`config.mk`:
```
export PLATFORM = sky130hd
export DESIGN_NAME = wp_unlock_detector
export DESIGN_NICKNAME = d
export VERILOG_FILES = /design/src/rtl/wp_unlock_pkg.sv /design/src/rtl/wp_step_match.sv /design/src/rtl/wp_window_timer.sv /design/src/rtl/wp_unlock_detector.sv
export SDC_FILE = /design/constraint.sdc
export NUM_CORES = 1
export LEC_CHECK = 0
export ABC_AREA = 0
export ABC_CLOCK_PERIOD_IN_PS = 3300
export BUFFER_PORTS_ARGS = -buffer_cell sky130_fd_sc_hd__buf_2
export CORE_AREA = 2 2 39 41
export CTS_CLUSTER_DIAMETER = 150
export DETAILED_ROUTE_END_ITERATION = 6
export DIE_AREA = 0 0 41 43
export PLACE_DENSITY = 0.68
export SLEW_MARGIN = 30
export SYNTH_ARGS = -nofsm -noshare
export SYNTH_HDL_FRONTEND = slang
export SYNTH_SLANG_ARGS = --single-unit
```
`constraint.sdc`:
```
create_clock -name clk -period 3.3 [get_ports clk]
set_input_delay 0.66 -clock clk [delete_from_list [all_inputs] [get_ports clk]]
set_output_delay 0.66 -clock clk [all_outputs]
set_load 0.01 [all_outputs]
```
`src/rtl/wp_unlock_pkg.sv`:
```
package wp_unlock_pkg;

    localparam int WP_NSTEP = 3;

    // Expected address and data of each unlock step, in sequence order
    localparam logic [14:0] WP_STEP_ADDR [WP_NSTEP] = '{15'h5555, 15'h2AAA, 15'h5555};
    localparam logic [7:0]  WP_STEP_DATA [WP_NSTEP] = '{8'hAA, 8'h55, 8'hA0};

    typedef enum logic [1:0] {
        ST_LOCKED = 2'd0,
        ST_SEEN1  = 2'd1,
        ST_SEEN2  = 2'd2,
        ST_OPEN   = 2'd3
    } wp_state_e;

    typedef struct packed {
        wp_state_e state;
        logic      fwd;
        logic      unl;
    } wp_regs_t;

endpackage

```
`src/rtl/wp_step_match.sv`:
```
module wp_step_match
    import wp_unlock_pkg::*;
#(
    parameter int ADDR_W = 15,
    parameter int DATA_W = 8
) (
    input  logic [ADDR_W-1:0]   addr,
    input  logic [DATA_W-1:0]   data,
    output logic [WP_NSTEP-1:0] hit
);

    for (genvar k = 0; k < WP_NSTEP; k++) begin : g_step
        assign hit[k] = (addr == ADDR_W'(WP_STEP_ADDR[k])) &&
                        (data == DATA_W'(WP_STEP_DATA[k]));
    end

endmodule

```
`src/rtl/wp_window_timer.sv`:
```
module wp_window_timer #(
    parameter int WIN_TICKS = 4,
    localparam int CNT_W    = $clog2(WIN_TICKS + 1)
) (
    input  logic clk,
    input  logic rst_n,
    input  logic arm,
    input  logic restart,
    input  logic tick,
    output logic expire
);

    logic [CNT_W-1:0] cnt_d, cnt_q;

    always_comb begin
        cnt_d  = cnt_q;
        expire = 1'b0;
        if (!arm || restart) begin
            cnt_d = '0;
        end else if (tick) begin
            if (cnt_q == CNT_W'(WIN_TICKS - 1)) begin
                expire = 1'b1;
                cnt_d  = '0;
            end else begin
                cnt_d = cnt_q + 1'b1;
            end
        end
    end

    always_ff @(posedge clk) begin
        if (!rst_n) cnt_q <= '0;
        else        cnt_q <= cnt_d;
    end

endmodule

```
`src/rtl/wp_unlock_detector.sv`:
```
module wp_unlock_detector
    import wp_unlock_pkg::*;
#(
    parameter int ADDR_W    = 15,
    parameter int DATA_W    = 8,
    parameter int WIN_TICKS = 4
) (
    input  logic              clk,
    input  logic              rst_n,
    input  logic              wr_valid,
    input  logic [ADDR_W-1:0] wr_addr,
    input  logic [DATA_W-1:0] wr_data,
    input  logic              win_tick,
    output logic              unlocked,
    output logic              fwd_wr
);

    wp_regs_t r_d, r_q;
    logic [WP_NSTEP-1:0] hit;
    logic step_hit;
    logic expire;

    wp_step_match #(.ADDR_W(ADDR_W), .DATA_W(DATA_W)) u_match (
        .addr (wr_addr),
        .data (wr_data),
        .hit  (hit)
    );

    wp_window_timer #(.WIN_TICKS(WIN_TICKS)) u_timer (
        .clk     (clk),
        .rst_n   (rst_n),
        .arm     (r_q.state != ST_LOCKED),
        .restart (wr_valid),
        .tick    (win_tick),
        .expire  (expire)
    );

    always_comb begin
        case (r_q.state)
            ST_LOCKED: step_hit = hit[0];
            ST_SEEN1:  step_hit = hit[1];
            ST_SEEN2:  step_hit = hit[2];
            default:   step_hit = 1'b0;
        endcase
    end

    always_comb begin
        r_d     = r_q;
        r_d.fwd = 1'b0;
        if (wr_valid) begin
            case (r_q.state)
                ST_OPEN:   r_d.fwd   = 1'b1;
                ST_LOCKED: r_d.state = step_hit ? ST_SEEN1 : ST_LOCKED;
                ST_SEEN1:  r_d.state = step_hit ? ST_SEEN2 : ST_LOCKED;
                default:   r_d.state = step_hit ? ST_OPEN  : ST_LOCKED;
            endcase
        end else if (expire) begin
            r_d.state = ST_LOCKED;
        end
        r_d.unl = (r_d.state == ST_OPEN);
    end

    always_ff @(posedge clk) begin
        if (!rst_n) r_q <= '{state: ST_LOCKED, fwd: 1'b0, unl: 1'b0};
        else        r_q <= r_d;
    end

    assign unlocked = r_q.unl;
    assign fwd_wr   = r_q.fwd;

endmodule

```
==> results of run 1 <==
## through the flow
| step | hold slack [ps] | utilization [%] | std cells | area, um2 | total power, mW |
|---|---|---|---|---|---|
| 6_report | 468 | 47.9 | 97 | 663 | 0.191 |
| 5_1_grt | 502 | 47.9 | 97 | 663 | 0.199 |
| 3_3_place_gp | 458 | 46.0 | 93 | 637 | 0.115 |
| 2_1_floorplan | 433 | - | 49 | 477 | 0.0958 |
| 3_5_place_dp | 467 | 46.0 | 93 | 637 | 0.116 |
| 4_1_cts | 474 | 47.9 | 97 | 663 | 0.192 |
## final timing paths
kind                                       from                            end  slack (ps)
setup / recovery                    wr_addr[13]            unlocked$_SDFF_PN0_        1560
setup reg to reg              r_q[3]$_SDFF_PN0_            unlocked$_SDFF_PN0_        1720
hold reg to reg   u_timer.cnt_q[2]$_SDFFE_PP0P_  u_timer.cnt_q[2]$_SDFFE_PP0P_         470
hold / removal    u_timer.cnt_q[2]$_SDFFE_PP0P_  u_timer.cnt_q[2]$_SDFFE_PP0P_         470
## state kept, by name (all words and copies together), names as in the netlist
name,flops
u_timer.cnt_q,3
r_q,2
fwd_wr,1
unlocked,1
## layout make-up
| class | instances | area share, % |
|---|---|---|
| Clock buffer | 4 | 3.96 |
| Inverter | 2 | 1.13 |
| Multi-Input combinational cell | 40 | 49.6 |
| Sequential cell | 7 | 21.1 |
| Tap cell | 16 | 3.02 |
| Timing Repair Buffer | 28 | 21.1 |
## per-layer routing
layer | wire (um) | share of wire (%)
met5 | 0 | 0
met4 | 48 | 4.3
met3 | 74 | 6.6
met2 | 603 | 54
met1 | 396 | 35
## logic make-up (layout without fill, tap and decap cells)
| family | Yosys count | count (layout) | share of synthesized area, % |
|---|---|---|---|
| AO/OA/AOI/OAI | 10 | 10 | 17.8 |
| adder cells (fa/ha/maj) | 1 | 1 | 2.62 |
| buffers and inverters | 2 | 34 | 1.58 |
| flip-flops | 7 | 7 | 29.4 |
| multiplexers | 2 | 2 | 4.46 |
| AND/OR/NAND/NOR | 27 | 27 | 44.1 |
## power groups by stage
| stage | Clock, mW | Combinational [mW] | Sequential [mW] |
|---|---|---|---|
| after floorplan | 0 | 0.00944 | 0.0864 |
| after global placement | 0 | 0.0285 | 0.0864 |
| after detailed placement | 0 | 0.0297 | 0.0864 |
| after CTS | 0.0779 | 0.0299 | 0.0846 |
| after global routing | 0.0814 | 0.0329 | 0.0845 |
| final | 0.0762 | 0.0298 | 0.0846 |
## Yosys cell counts
cell type	n
nor2_1	4
a31oi_1	1
o311a_1	1
nor4_1	1
mux2_2	1
nor2b_1	2
a21oi_1	2
nand3b_1	1
nand4b_1	4
nor4_4	1
or4_1	1
ha_1	1
a2111oi_4	1
nand2_1	4
a32oi_1	1
mux2i_1	1
nor3_1	1
inv_1	2
or4b_4	1
or2b_2	1
o21ai_0	2
o211ai_1	1
or4b_1	2
dfxtp_1	7
o21ai_1	1
or4bb_1	3
or3b_1	1
## worst min-delay path, stage by stage, from the launching register on
cell,delay [ps]
dfxtp_1,330
nand2_1,60
nor2_1,30
==> summary.md, run 1 <==
| Metric | Value |
|---|---|
| Synth top area share | `29.4%` |
| Vias in the first global route | `between 500 and 600` |
| Number of buffers created by CTS | `3` |
| Worst-Margin Slew | `308 ps` |
| Period utilisation layout | `52.6%` |
| WS Path Type | `primary input to flip-flop` |
| Root buf cell | `clkbuf_4` |
| Max_cap viols | `0` |
| Setup violators final | `0` |
| Syn Inst Count | `49` |
| Synth top area cells | `dfxtp_1, nand4b_1, or4bb_1, a2111oi_4, nor4_4` |
| R2r worst-path depth | `4` |
| # rows | `14` |
| Yosys cell types | `27` |
| Post-cts gate resize count | `0` |
| Crit path max-delay family | `simple AND/OR/NAND/NOR gates` |
| Leak | `0.270 nW` |
| Worst setup SP type | `primary input` |
| Switching part of the total | `22.6%` |
| Slowest-stage cell, CP | `or4b_4` |
| Pre-CTS setup slack | `around 1300 ps` |
| Post-route setup slack | `roughly 1600 ps` |
| Outcome | `completed` |
| Switching power total | `between 0.04 and 0.05 mW` |
| Vias after detailed routing | `521` |
| Clk pwr share | `40.0%` |
| Critical path arrival | `1910 ps` |
| Crit-path max FO | `2` |
| Core region area | `1380 um2` |
| Pint | `around 0.15 mW` |
| Clock Latency Late Sink | `250 ps` |
| Sequential area share after synthesis | `29.4%` |
| Syn_nets | `77` |
| Buffers on Ports | `28` |
| Most common cell after layout, fill and taps aside | `buf_2` |
| Register area | `140 um2` |
| Clock Path Buffers | `2` |
| Die area | `1760 um2` |
| First-pass GRT wire length | `approximately 1.8 mm` |
| Height of the chip | `43 um` |
| Layout net count | `110` |
| Fmax | `around 0.58 GHz` |
| VDD IR max | `about 0.00011 V` |
| Clock transition at path regs | `50 ps` |
| DRC violations left | `0` |
| Antenna-violating nets left | `0` |
| Most frequent cells in the layout | `buf_2, dfxtp_1, nand2_1, nor2_1, nand4b_1` |
| CP bufs+invs | `1` |
| Ys Warns | `0` |
| Critical Path Stages | `5` |
| Hold depth | `2` |
| DR iter-0 viols | `6` |
| Min-Delay Path Class | `flip-flop to flip-flop` |
| Yosys reg bits | `7` |
| Grt ovf | `0` |
| Fin. Hold Viols | `0` |
| Cell Area, Synth | `477 um2` |
| Clock Skew | `0.712 ps` |
| Top Usage Layer GRT | `met2` |
| Flop pwr share | `44.4%` |
| Critical Path RT | `3480 ps` |
| Final worst path period need | `1740 ps` |
| Unrepaired setup endpoints after global routing | `no` |
| Ports | `29` |
| Die X | `41 um` |
| Fillers | `132` |
| Aggregate global-route resource usage | `15.2%` |
| Final Max Slew Viols | `0` |
| Post-DP HPWL | `981 um` |
| Initial antenna violation count | `0` |
| Hold_buf cts | `0` |
| Crit. End Element | `flip-flop` |
| Area of the multi-input gates | `329 um2` |
| Postcts setup bufs | `0` |
| Setup_tns | `0 ps` |
| Critical path cell sequence | `buf_2 -> or4b_4 -> nor4_4 -> a31oi_1 -> a21oi_1` |
| Met1 Use GR | `around 16%` |
| Critical Path Max Stage Delay | `540 ps` |
| Final wirelength | `1.12 mm` |
| Initial Util | `around 34%` |
| Largest area contributor in the netlist | `dfxtp_1` |
| Logic pwr share | `15.6%` |
| Routability congestion estimate | `0.808` |
| DR vias/cell | `5.37` |
| GR Util met2 | `26.6%` |
| Clk sinks | `7` |
| Met3 usage | `0%` |
| First drt pass iteration count | `3` |
| Layout area overhead | `39.1%` |
| Layout cells sized above 1 | `44.4%` |
| Power per cell area | `around 290 nW/um2` |
| Largest net degree at the start of global routing | `8` |
| Wirelength per Cell | `around 12 um` |
| Syn avg cell area | `9.73 um2` |
| Slew headroom | `79.3%` |
| CTS tree | `built` |
| H-tree Lvls | `1` |
| Diodes inserted | `0` |
Power figures use the tool's default switching activity.
==> run 2: changes to the inputs <==
--- a/config.mk
+++ b/config.mk
@@ -6,7 +6,7 @@
 export NUM_CORES = 1
 export LEC_CHECK = 0
 export ABC_AREA = 0
-export ABC_CLOCK_PERIOD_IN_PS = 3300
+export ABC_CLOCK_PERIOD_IN_PS = 1800
 export BUFFER_PORTS_ARGS = -buffer_cell sky130_fd_sc_hd__buf_2
 export CORE_AREA = 2 2 39 41
 export CTS_CLUSTER_DIAMETER = 150
==> constraint.sdc (replaced) <==
create_clock -name clk -period 1.8 [get_ports clk]
set_input_delay 0.36 -clock clk [delete_from_list [all_inputs] [get_ports clk]]
set_output_delay 0.36 -clock clk [all_outputs]
set_load 0.01 [all_outputs]
==> summary.md, run 2 (synthesized netlist as in run 1, its figures left out) <==
| Metric | Value |
|---|---|
| Layout area overhead | `40.7%` |
| Setup violators final | `0` |
| Max_cap viols | `0` |
| Initial Util | `34.4%` |
| Core region area | `about 1400 um2` |
| Largest regs | `u_timer.cnt_q (3), r_q (2)` |
| Clock Path Buffers | `2` |
| Clk pwr share | `39.7%` |
| Fillers | `141` |
| Post-DP Area | `644 um2` |
| Buffers on Ports | `28` |
| Util after Layout | `a little under 50%` |
| Worst-Margin Slew | `roughly 320 ps` |
| Total power draw | `0.345 mW` |
| Pint | `0.270 mW` |
| Crit-path max FO | `2` |
| Outcome | `completed` |
| Slew headroom | `approximately four fifths` |
| Height of the chip | `approximately 43 um` |
| Final Max Slew Viols | `0` |
| Largest Register | `u_timer.cnt_q` |
| Most frequent cells in the layout | `buf_2, dfxtp_1, nand2_1, nor2_1, nand4b_1` |
| Ports | `29` |
| Worst setup SP type | `flip-flop` |
| Die X | `41 um` |
| Root buf cell | `clkbuf_4` |
| Period utilisation layout | `between 70% and 80%` |
| Largest net degree at the start of global routing | `7` |
| Die area | `1760 um2` |
| Layout cells sized above 1 | `45.1%` |
| Fin. Hold Viols | `0` |
| Switching part of the total | `21.8%` |
| Unrepaired setup endpoints after global routing | `no` |
| Most common cell after layout, fill and taps aside | `buf_2` |
| # rows | `14` |
| Hold_buf cts | `0` |
| Flop pwr share | `44.9%` |
| Final instance area | `approximately 670 um2` |
| Crit. End Element | `flip-flop` |
| Final wirelength | `a little over 1 mm` |
| DRC violations left | `0` |
| Post-cts gate resize count | `0` |
| WS Path Type | `flip-flop to flip-flop` |
| Final worst path period need | `1410 ps` |
| Max FFs per register | `3` |
| Fmax | `0.710 GHz` |
| Clock transition at path regs | `50 ps` |
| First drt pass iteration count | `4` |
| Aggregate global-route resource usage | `13.7%` |
| Vias after detailed routing | `513` |
| Post-DP HPWL | `approximately 890 um` |
| DR vias/cell | `5.23` |
| CTS tree | `built` |
| Number of buffers created by CTS | `3` |
| Grt ovf | `0` |
| H-tree Lvls | `1` |
| Clock Skew | `~1.1 ps` |
| Switching power total | `roughly 0.075 mW` |
| Clk sinks | `7` |
| Clock Latency Late Sink | `240 ps` |
| Worst hold slack | `373 ps` |
| Vias in the first global route | `about 480` |
| First-pass GRT wire length | `1.64 mm` |
| Critical path arrival | `1590 ps` |
| DR iter-0 viols | `2` |
| Wirelength per Cell | `10.3 um` |
| VDD IR max | `0.000194 V` |
| Setup_tns | `0 ps` |
| Layout net count | `roughly 110` |
| Leak | `0.275 nW` |
| Postcts setup bufs | `0` |
| Power per cell area | `515 nW/um2` |
| Critical Path RT | `1980 ps` |
| Min-Delay Path Class | `primary input to flip-flop` |
| Antenna-violating nets left | `0` |
| Diodes inserted | `0` |
| Logic pwr share | `15.4%` |
| Initial antenna violation count | `0` |
| Routability congestion estimate | `0.806` |
## run 2: cell types whose count changed in the layout (fill, tap and decap cells not counted), sizes merged
cell | before | now
buf | 28 | 29
## run 2: power by group through the flow
stage	Combinational [mW]	Clock, mW	Sequential, mW
3_5_place_dp	0.0539	0	0.158
6_report	0.0532	0.137	0.155
4_1_cts	0.0540	0.143	0.155
3_3_place_gp	0.0522	0	0.158
5_1_grt	0.0602	0.151	0.155
2_1_floorplan	0.0173	0	0.158
## run 2: per-stage QoR
| stage | std cells | worst slack (ps) |
|---|---|---|
| after floorplan | 49 | 326 |
| after global placement | 94 | 199 |
| after detailed placement | 94 | 152 |
| after CTS | 98 | 383 |
| after global routing | 98 | 290 |
| final | 98 | 391 |
## run 2: worst paths after layout
path / start / end / slack [ps] / cells after the start
max: r_q[3]$_SDFF_PN0_ / unlocked$_SDFF_PN0_ / 390 / 4
min: rst_n / r_q[2]$_SDFF_PN0_ / 370 / 2
max reg2reg: r_q[3]$_SDFF_PN0_ / unlocked$_SDFF_PN0_ / 390 / 4
min reg2reg: u_timer.cnt_q[2]$_SDFFE_PP0P_ / u_timer.cnt_q[2]$_SDFFE_PP0P_ / 470 / 2
## run 2: per-layer routing
layer	track usage, %	vias up	routed length (um)
met4	10.0	0	13
met5	0	-	0
met2	23.1	24	523
li1	-	264	-
met3	1.57	2	70
met1	14.2	223	402
## run 2: worst max-delay path: stages, from the launching register on
cell	delay [ps]
dfxtp_1	320
or3b_1	390
a2111oi_4	340
a31oi_1	160
a21oi_1	130
## run 2: final cells by class
type / instances / area [um2] / share of cell area [%]
multi-input combinational: 40 / 329 / 49.1
inverter: 2 / 7.51 / 1.12
sequential: 7 / 140 / 20.9
clock buffer: 4 / 26.3 / 3.92
timing repair buffer: 29 / 148 / 22.0
tap: 16 / 20.0 / 2.99
==> run 3: changes to the inputs <==
--- a/config.mk
+++ b/config.mk
@@ -6,7 +6,7 @@
 export NUM_CORES = 1
 export LEC_CHECK = 0
 export ABC_AREA = 0
-export ABC_CLOCK_PERIOD_IN_PS = 1800
+export ABC_CLOCK_PERIOD_IN_PS = 1400
 export BUFFER_PORTS_ARGS = -buffer_cell sky130_fd_sc_hd__buf_2
 export CORE_AREA = 2 2 39 41
 export CTS_CLUSTER_DIAMETER = 150
==> constraint.sdc (replaced) <==
create_clock -name clk -period 1.4 [get_ports clk]
set_input_delay 0.28 -clock clk [delete_from_list [all_inputs] [get_ports clk]]
set_output_delay 0.28 -clock clk [all_outputs]
set_load 0.01 [all_outputs]
==> summary.md, run 3 (synthesized netlist as in run 1, its figures left out) <==
| Metric | Value |
|---|---|
| CTS tree | `built` |
| Ports | `29` |
| Max FFs per register | `3` |
| Fillers | `134` |
| Height of the chip | `43 um` |
| Max_cap viols | `0` |
| Post-route setup slack | `42.3 ps` |
| Aggregate global-route resource usage | `15.2%` |
| Clk sinks | `7` |
| Die X | `41 um` |
| Total power draw | `0.457 mW` |
| Largest Register | `u_timer.cnt_q` |
| Leak | `0.305 nW` |
| Number of buffers created by CTS | `3` |
| Crit. End Element | `flip-flop` |
| WS Path Type | `flip-flop to flip-flop` |
| Diodes inserted | `0` |
| Vias after detailed routing | `549` |
| DR vias/cell | `5.33` |
| Root buf cell | `clkbuf_4` |
| Util after Layout | `51.7%` |
| Buffers on Ports | `28` |
| Clk pwr share | `40.6%` |
| Final wirelength | `1.17 mm` |
| Worst setup SP type | `flip-flop` |
| Initial antenna violation count | `0` |
| Wirelength per Cell | `11.4 um` |
| Most frequent cells in the layout | `buf_2, dfxtp_1, buf_4` |
| Switching power total | `0.107 mW` |
| H-tree Lvls | `1` |
| Register area | `141 um2` |
| Logic pwr share | `15.8%` |
| Power per cell area | `638 nW/um2` |
| First drt pass iteration count | `4` |
| Slew headroom | `between 70% and 80%` |
| Clock Path Buffers | `2` |
| Final instance area | `approximately 720 um2` |
| Core region area | `1380 um2` |
| Antenna-violating nets left | `0` |
| First-pass GRT wire length | `1.79 mm` |
| Period utilisation layout | `97.0%` |
| Routability congestion estimate | `0.835` |
| Critical path arrival | `about 1500 ps` |
| Largest regs | `u_timer.cnt_q (3), r_q (2)` |
| Unrepaired setup endpoints after global routing | `yes` |
| DRC violations left | `0` |
| Grt ovf | `0` |
| Post-DP Area | `659 um2` |
| Layout net count | `116` |
| Vias in the first global route | `just under 500` |
| Min-Delay Path Class | `primary input to flip-flop` |
| Fin. Hold Viols | `0` |
| Die area | `1760 um2` |
| Clock Latency Late Sink | `250 ps` |
| Clock Skew | `slightly below 3 ps` |
| Clock transition at path regs | `60 ps` |
| Most common cell after layout, fill and taps aside | `buf_2` |
| Area of the multi-input gates | `332 um2` |
| Layout area overhead | `50.1%` |
| Worst-Margin Slew | `331 ps` |
| Post-DP HPWL | `970 um` |
| Critical Path RT | `approximately 1600 ps` |
| Initial Util | `34.4%` |
| Fmax | `0.737 GHz` |
| Pre-CTS setup slack | `-171 ps` |
| Final Max Slew Viols | `0` |
| DR iter-0 viols | `8` |
| Layout cells sized above 1 | `50.6%` |
| Setup violators final | `0` |
| # rows | `14` |
| Crit-path max FO | `2` |
| Flop pwr share | `43.6%` |
| VDD IR max | `0.000223 V` |
| Switching part of the total | `23.5%` |
| Final worst path period need | `1360 ps` |
| Outcome | `completed` |
| Pint | `0.350 mW` |
| Largest net degree at the start of global routing | `7` |
==> run 3: cell count changes in the layout (fill, tap and decap cells not counted) <==
cell | before | now
or3b_1 | 1 | 0
buf_6 | 0 | 1
or3b_4 | 0 | 1
dfxtp_2 | 0 | 1
buf_4 | 1 | 5
dfxtp_1 | 7 | 6
==> run 3: what timing repair did <==
item | 4_1_cts | 5_1_grt
hold buffers | 0 | 0
endpoints found under the setup margin | 0 | 3
buffers inserted | 0 | 3
gates resized for setup | 0 | 3
==> run 3: final timing paths <==
path | start | end | slack, ps | cells after the start
worst max-delay path | r_q[3]$_SDFF_PN0_ | unlocked$_SDFF_PN0_ | 40 | 4
worst min-delay path | rst_n | r_q[2]$_SDFF_PN0_ | 300 | 2
worst max register to register | r_q[3]$_SDFF_PN0_ | unlocked$_SDFF_PN0_ | 40 | 4
worst min register to register | u_timer.cnt_q[2]$_SDFFE_PP0P_ | u_timer.cnt_q[2]$_SDFFE_PP0P_ | 470 | 2
==> run 3: power groups by stage <==
stage          sequential [mW]  combinational (mW)  clock (mW)
2_1_floorplan            0.204              0.0223           0
3_3_place_gp             0.204              0.0692           0
3_5_place_dp             0.204              0.0721           0
4_1_cts                  0.199              0.0723       0.183
5_1_grt                  0.199              0.0807       0.201
6_report                 0.199              0.0721       0.185
==> run 3: worst max-delay path, stage by stage, from the launching register on <==
cell	delay, ps
dfxtp_2	330
or3b_4	380
a2111oi_4	320
a31oi_1	150
a21oi_1	120
==> run 3: per-layer routing <==
metal	track usage, %	wire length (um)
met3	1.57	69
met1	15.3	440
met5	0	0
met4	12.0	27
met2	25.9	634
==> run 3: cell type report <==
class,count,area share (%)
clock buffers,4,3.67
inverters,2,1.05
multi-input cells,40,46.3
flip-flops and latches,7,19.8
well taps,16,2.80
repair buffers,34,26.4
==> run 3: stage by stage <==
stage          cells  hold WS, ps  setup TNS, ps
2_1_floorplan     49          408              0
3_3_place_gp      96          456           -348
3_5_place_dp      96          462           -460
4_1_cts          100          301              0
5_1_grt          103          328          -54.9
6_report         103          299              0
